===== config.mk =====
export PLATFORM = sky130hd
export DESIGN_NAME = ser2par_rx
export DESIGN_NICKNAME = d
export VERILOG_FILES = /design/src/rtl/ser2par_pkg.sv /design/src/rtl/ser2par_ctrl.sv /design/src/rtl/ser2par_shift.sv /design/src/rtl/ser2par_out.sv /design/src/rtl/ser2par_rx.sv
export SDC_FILE = /design/constraint.sdc
export NUM_CORES = 1
export LEC_CHECK = 0
export ABC_AREA = 1
export BUFFER_PORTS_ARGS = -buffer_cell sky130_fd_sc_hd__buf_4
export CORE_UTILIZATION = 26
export CTS_BUF_LIST = sky130_fd_sc_hd__clkbuf_8
export CTS_CLUSTER_DIAMETER = 80
export CTS_CLUSTER_SIZE = 30
export DETAILED_ROUTE_END_ITERATION = 10
export PLACE_DENSITY = 0.47
export RECOVER_POWER = 25
export SETUP_SLACK_MARGIN = 0.2
export SYNTH_ARGS = -nofsm -noshare
export SYNTH_HDL_FRONTEND = slang
export SYNTH_HIERARCHICAL = 1
export SYNTH_SLANG_ARGS = --single-unit
export TNS_END_PERCENT = 5

===== constraint.sdc =====
create_clock -name clk_i -period 1.6 [get_ports clk_i]
set_input_delay 0.16 -clock clk_i [delete_from_list [all_inputs] [get_ports clk_i]]
set_output_delay 0.16 -clock clk_i [all_outputs]
set_load 0.01 [all_outputs]

===== src/rtl/ser2par_pkg.sv =====
package ser2par_pkg;
  typedef enum logic [1:0] {
    ST_IDLE  = 2'd0,
    ST_ACK   = 2'd1,
    ST_SHIFT = 2'd2,
    ST_FULL  = 2'd3
  } rx_state_e;
endpackage


===== src/rtl/ser2par_ctrl.sv =====
module ser2par_ctrl
  import ser2par_pkg::*;
#(
  parameter int WIDTH = 4
) (
  input  logic clk_i,
  input  logic rst_ni,
  input  logic ready_i,
  input  logic load_i,
  output logic ack_o,
  output logic sclk_o,
  output logic valid_o,
  output logic sample_o,
  output logic commit_o
);
  localparam int CNT_W = $clog2(WIDTH) + 1;
  localparam logic [CNT_W-1:0] LAST = CNT_W'(WIDTH - 1);

  rx_state_e state_q, state_d;
  logic phase_q;
  logic [CNT_W-1:0] cnt_q;

  assign sample_o = (state_q == ST_SHIFT) && phase_q;
  assign sclk_o   = (state_q == ST_SHIFT) && !phase_q;
  assign ack_o    = (state_q == ST_ACK);
  assign valid_o  = (state_q == ST_FULL);
  assign commit_o = (state_q == ST_FULL) && load_i;

  always_comb begin
    state_d = state_q;
    unique case (state_q)
      ST_IDLE:  if (ready_i) state_d = ST_ACK;
      ST_ACK:   state_d = ST_SHIFT;
      ST_SHIFT: if (sample_o && cnt_q == LAST) state_d = ST_FULL;
      ST_FULL:  if (load_i) state_d = ST_IDLE;
      default:  state_d = ST_IDLE;
    endcase
  end

  always_ff @(posedge clk_i or negedge rst_ni) begin
    if (!rst_ni) begin
      state_q <= ST_IDLE;
      phase_q <= 1'b0;
      cnt_q   <= '0;
    end else begin
      state_q <= state_d;
      // strobe cycle, then capture cycle
      phase_q <= (state_q == ST_SHIFT) ? ~phase_q : 1'b0;
      if (state_q == ST_ACK) cnt_q <= '0;
      else if (sample_o)     cnt_q <= cnt_q + CNT_W'(1);
    end
  end
endmodule


===== src/rtl/ser2par_shift.sv =====
module ser2par_shift #(
  parameter int WIDTH = 4
) (
  input  logic             clk_i,
  input  logic             rst_ni,
  input  logic             sample_i,
  input  logic             ser_i,
  output logic [WIDTH-1:0] word_o
);
  logic [WIDTH-1:0] sreg_q;

  generate
    if (WIDTH == 1) begin : g_single
      always_ff @(posedge clk_i or negedge rst_ni) begin
        if (!rst_ni)       sreg_q <= '0;
        else if (sample_i) sreg_q <= ser_i;
      end
    end else begin : g_multi
      always_ff @(posedge clk_i or negedge rst_ni) begin
        if (!rst_ni)       sreg_q <= '0;
        else if (sample_i) sreg_q <= {ser_i, sreg_q[WIDTH-1:1]};
      end
    end
  endgenerate

  assign word_o = sreg_q;
endmodule


===== src/rtl/ser2par_out.sv =====
module ser2par_out #(
  parameter int WIDTH = 4
) (
  input  logic             clk_i,
  input  logic             rst_ni,
  input  logic             commit_i,
  input  logic [WIDTH-1:0] word_i,
  output logic [WIDTH-1:0] par_o
);
  always_ff @(posedge clk_i or negedge rst_ni) begin
    if (!rst_ni)       par_o <= '0;
    else if (commit_i) par_o <= word_i;
  end
endmodule


===== src/rtl/ser2par_rx.sv =====
module ser2par_rx #(
  parameter int WIDTH = 4
) (
  input  logic             clk_i,
  input  logic             rst_ni,
  input  logic             ready_i,
  input  logic             ser_i,
  input  logic             load_i,
  output logic             ack_o,
  output logic             sclk_o,
  output logic             word_valid_o,
  output logic [WIDTH-1:0] par_o
);
  logic             sample;
  logic             commit;
  logic [WIDTH-1:0] word;

  ser2par_ctrl #(.WIDTH(WIDTH)) u_ctrl (
    .clk_i   (clk_i),
    .rst_ni  (rst_ni),
    .ready_i (ready_i),
    .load_i  (load_i),
    .ack_o   (ack_o),
    .sclk_o  (sclk_o),
    .valid_o (word_valid_o),
    .sample_o(sample),
    .commit_o(commit)
  );

  ser2par_shift #(.WIDTH(WIDTH)) u_shift (
    .clk_i   (clk_i),
    .rst_ni  (rst_ni),
    .sample_i(sample),
    .ser_i   (ser_i),
    .word_o  (word)
  );

  ser2par_out #(.WIDTH(WIDTH)) u_out (
    .clk_i   (clk_i),
    .rst_ni  (rst_ni),
    .commit_i(commit),
    .word_i  (word),
    .par_o   (par_o)
  );
endmodule


==> metrics.txt <==
# TYPE chip_impl_metric gauge
chip_impl_info{name="crit_chain",value="inv_1, ha_2, buf_4"} 1
chip_impl_metric{name="syn_inst",unit=""} 84
chip_impl_metric{name="grt_max_degree",unit=""} 15
chip_impl_metric{name="grt_first_pass_wirelength",unit="um"} 2120
chip_impl_metric{name="mappedNetlistNets",unit=""} 96
chip_impl_metric{name="clkSlewWorstSetupHoldPaths",unit="ps"} 60
chip_impl_metric{name="fin_worst_skew",unit="ps"} 0.706
chip_impl_metric{name="r2r_cells",unit=""} 6
chip_impl_metric{name="dieHeight",unit="um"} 53.5
chip_impl_metric{name="num-nets-final",unit=""} 117
chip_impl_metric{name="relSlewSlack",unit="%"} 47.2
chip_impl_metric{name="first_global_vias",unit=""} 504
chip_impl_metric{name="tns",unit="ps"} 0
chip_impl_info{name="timing.setup.critical_path_class",value="reg -> out"} 1
chip_impl_info{name="grt_setup_unrepaired",value="yes"} 1
chip_impl_metric{name="design.core.area",unit="um2"} 2500
chip_impl_metric{name="detailedRoute.firstPassIterationCount",unit=""} 3
chip_impl_metric{name="global_route.usage.total",unit="%"} 10.9
chip_impl_metric{name="core.rowCount",unit=""} 18
chip_impl_metric{name="synth-edff-count",unit=""} 0
chip_impl_info{name="synth_top_family_by_area",value="simple AND/OR/NAND/NOR gates"} 1
chip_impl_info{name="clock-root-buffer",value="sky130_fd_sc_hd__clkbuf_8"} 1
chip_impl_metric{name="initialDrtViolationCount",unit=""} 12
chip_impl_metric{name="synthAdderAreaFrac",unit="%"} 12.7
chip_impl_metric{name="synthMuxAreaShare",unit="%"} 0
chip_impl_metric{name="critPathArrivalTime",unit="ps"} 1180
chip_impl_metric{name="number_of_inserted_diodes",unit=""} 0
chip_impl_metric{name="cts_buffers",unit=""} 3
chip_impl_metric{name="worst_slew_pin_slew",unit="ps"} 792
chip_impl_metric{name="dp_hpwl",unit="um"} 946
chip_impl_metric{name="routabilityCongestion",unit=""} 0.734
chip_impl_metric{name="yosys_register_bits",unit=""} 14
chip_impl_metric{name="wire_length_after_detailed_routing",unit="um"} 1300
chip_impl_metric{name="timing_hold_violations_final",unit=""} 0
chip_impl_metric{name="cts_h_tree_depth",unit=""} 1
chip_impl_metric{name="synth.top_cell.area_share",unit="%"} 50.8
chip_impl_info{name="crit_path_top_delay_cell",value="sky130_fd_sc_hd__dfrtp_1"} 1
chip_impl_metric{name="area_growth_syn_to_layout",unit="%"} 33.2
chip_impl_info{name="path_delay_family",value="flip-flops"} 1
chip_impl_metric{name="yosys.area_share.xor_xnor",unit="%"} 1.27
chip_impl_metric{name="synth_area",unit="um2"} 689
chip_impl_metric{name="post-route-drc-count",unit=""} 0
chip_impl_info{name="worst_setup_path_startpoint",value="u_ctrl/state_q[1]"} 1
chip_impl_info{name="worstReg2RegStart",value="u_ctrl/cnt_q[0]"} 1
chip_impl_metric{name="maxClockFrequency",unit="GHz"} 0.744
chip_impl_metric{name="crit_fanout",unit=""} 5
chip_impl_metric{name="die_w",unit="um"} 53.5
chip_impl_info{name="yosys_most_used_dff",value="sky130_fd_sc_hd__dfrtp_1"} 1
chip_impl_metric{name="ys_warn_count",unit=""} 6
chip_impl_metric{name="crit_required",unit="ps"} 1440
chip_impl_metric{name="leakage",unit="nW"} 0.519
chip_impl_metric{name="yosysUniqueCellTypes",unit=""} 12
chip_impl_metric{name="count_of_pins_over_their_slew_limit",unit=""} 0
chip_impl_metric{name="fp.dieArea",unit="um2"} 2860
chip_impl_info{name="tritoncts",value="yes"} 1
chip_impl_metric{name="synthesized_area_fraction_occupied_by_and_or_nand_nor_cells",unit="%"} 26.5
chip_impl_metric{name="grt_antenna_before_repair",unit=""} 0
chip_impl_metric{name="cts-root-to-sink-buffers",unit=""} 2
chip_impl_metric{name="rrSetupSlack",unit="ps"} 370
chip_impl_metric{name="wire_per_inst",unit="um"} 9.70
chip_impl_info{name="setup.worst_path.start_class",value="register"} 1
chip_impl_metric{name="clock-sinks",unit=""} 14
chip_impl_metric{name="async_flop_share",unit="%"} 100
chip_impl_info{name="synth_top_cells_by_area",value="sky130_fd_sc_hd__dfrtp_1 (51%), sky130_fd_sc_hd__nand2_1 (22%), sky130_fd_sc_hd__ha_1 (13%), sky130_fd_sc_hd__inv_1 (4.9%), sky130_fd_sc_hd__nor2_1 (2.2%)"} 1
chip_impl_info{name="synth_largest_area_cell",value="sky130_fd_sc_hd__dfrtp_1"} 1
chip_impl_metric{name="post-place-cells",unit=""} 125
chip_impl_info{name="synthMostInstantiatedCell",value="sky130_fd_sc_hd__nand2_1"} 1
chip_impl_metric{name="timing.final.crit_period",unit="ps"} 1340
chip_impl_metric{name="timing.final.setup_violations",unit=""} 0
chip_impl_metric{name="power.ir.vdd_worst",unit="V"} 0.000725
chip_impl_metric{name="placement.io_buffers",unit=""} 11
chip_impl_metric{name="path_buf_inv",unit=""} 2
chip_impl_metric{name="post_drt_via_cell_ratio",unit=""} 4.03
chip_impl_metric{name="num_io_pins",unit=""} 12
chip_impl_metric{name="layout_worst_path_cycle_share",unit="%"} 84.0
chip_impl_metric{name="synth_seq_area_share",unit="%"} 50.8
chip_impl_metric{name="worst-path-stages",unit=""} 3
chip_impl_metric{name="post_route_cells_drive_above_1_share",unit="%"} 25.0
chip_impl_metric{name="grt_overflow_total",unit=""} 0
chip_impl_metric{name="vias",unit=""} 540
chip_impl_metric{name="cap_viol_max_count",unit=""} 0
chip_impl_metric{name="insertion_delay",unit="ps"} 240
chip_impl_metric{name="final_cell_count_no_fill",unit=""} 134
chip_impl_info{name="run_status",value="complete, no violations"} 1
chip_impl_info{name="worst_setup_path_endpoint",value="ack_o"} 1
chip_impl_metric{name="post-place-ws",unit="ps"} 315
chip_impl_metric{name="synth.avg_cell_area",unit="um2"} 8.21
chip_impl_metric{name="pwr_density_cell",unit="nW/um2"} 1860
chip_impl_info{name="post_synth_most_frequent_cells",value="sky130_fd_sc_hd__nand2_1 (40), sky130_fd_sc_hd__dfrtp_1 (14), sky130_fd_sc_hd__inv_1 (9)"} 1
chip_impl_metric{name="ant_nets",unit=""} 0
chip_impl_metric{name="synth-compound-area-share",unit="%"} 2.18
chip_impl_info{name="worstSetupEndpointType",value="output port"} 1
chip_impl_metric{name="starting_density_of_the_core",unit="%"} 27.6
chip_impl_metric{name="fin_ws",unit="ps"} 256
chip_impl_info{name="timing.rr.end",value="u_ctrl/state_q[0]"} 1
chip_impl_metric{name="slowest_delay",unit="ps"} 440
chip_impl_metric{name="fillCellCount",unit=""} 262
chip_impl_info{name="min-delay-path-class",value="in -> reg"} 1
==> metal layers <==
layer	part of all wire, %	GRT usage [%]	vias to the layer above
li1	-	-	288
met1	48	12.3	237
met2	47	18.8	13
met3	3.0	2.59	2
met4	1.5	5.26	0
met5	0	0	-
==> cell usage in the layout, fill, tap and decap left out <==
cell                            netlist  final
sky130_fd_sc_hd__dfrtp_1             14     14
sky130_fd_sc_hd__nor2_2               0      1
sky130_fd_sc_hd__xor2_1               1      1
sky130_fd_sc_hd__clkbuf_8             0      4
sky130_fd_sc_hd__o21ai_0              1      1
sky130_fd_sc_hd__ha_2                 0      1
sky130_fd_sc_hd__clkbuf_1             0      1
sky130_fd_sc_hd__or2_1                1      1
sky130_fd_sc_hd__nor2_1               4      3
sky130_fd_sc_hd__dlygate4sd3_1        0      1
sky130_fd_sc_hd__a21oi_1              2      2
sky130_fd_sc_hd__nand2_2              1      1
sky130_fd_sc_hd__inv_2                3      4
sky130_fd_sc_hd__inv_1                9      8
sky130_fd_sc_hd__nand3_1              1      1
sky130_fd_sc_hd__buf_4                0     14
sky130_fd_sc_hd__nand2_1             40     40
sky130_fd_sc_hd__ha_1                 7      5
sky130_fd_sc_hd__ha_4                 0      1
==> stage by stage <==
step | power (mW) | utilization [%] | instance area (um2) | hold slack (ps)
5_1_grt | 1.87 | 36.7 | 918 | 152
3_5_place_dp | 1.27 | 32.4 | 810 | 28.1
6_report | 1.71 | 36.7 | 918 | 125
4_1_cts | 1.68 | 35.9 | 897 | 123
3_3_place_gp | 1.27 | 32.4 | 810 | 24.4
2_1_floorplan | 1.03 | - | 689 | -136
==> flip-flops by register name, indices dropped and copies added (netlist names) <==
signal	flops
u_ctrl/phase_q	1
u_ctrl/cnt_q	3
u_out/par_o	4
u_ctrl/state_q	2
u_shift/word_o	4
==> worst reg2reg max path, delay by kind of cell (launching register included) <==
family | cells | cell delay (ps)
flip-flops | 1 | 390
adder cells (fa/ha/maj) | 2 | 410
AO/OA/AOI/OAI | 1 | 130
AND/OR/NAND/NOR | 3 | 180
==> cell type report <==
cell class	count	area, um2	area share (%)
timing repair buffer	16	119	12.9
sequential	14	350	38.1
multi-input combinational	58	312	33.9
inverter	12	45.0	4.90
tap	30	37.5	4.09
clock buffer	4	55.1	5.99
==> power by group <==
group          internal [mW]  switching, mW  leakage, nW
sequential             0.511          0.121        0.182
combinational          0.349          0.381        0.308
clock                  0.218          0.129       0.0288
==> cell families after synthesis <==
| kind of cell | count (synthesis) |
|---|---|
| flops | 14 |
| fa+ha+maj | 7 |
| compound gates | 3 |
| buf+inv | 12 |
| xor+xnor | 1 |
| simple gates | 47 |
==> timing repair <==
action,CTS,global route
hold buffers,1,0
hold endpoints to repair,14,0
resized for setup,4,1
buffers inserted,1,3
endpoints found under the setup margin,1,2
cloned,0,0
==> worst min-delay path by stage <==
stage,from,endpoint,slack (ps),depth (start not counted)
2_1_floorplan,rst_ni,u_ctrl/cnt_q[0],-140,0
3_3_place_gp,rst_ni,u_out/par_o[0],20,1
3_5_place_dp,rst_ni,u_out/par_o[0],30,1
4_1_cts,ser_i,u_shift/word_o[3],120,3
5_1_grt,ser_i,u_shift/word_o[3],150,3
6_report,ser_i,u_shift/word_o[3],130,3
(Power assumes the default switching activity.)
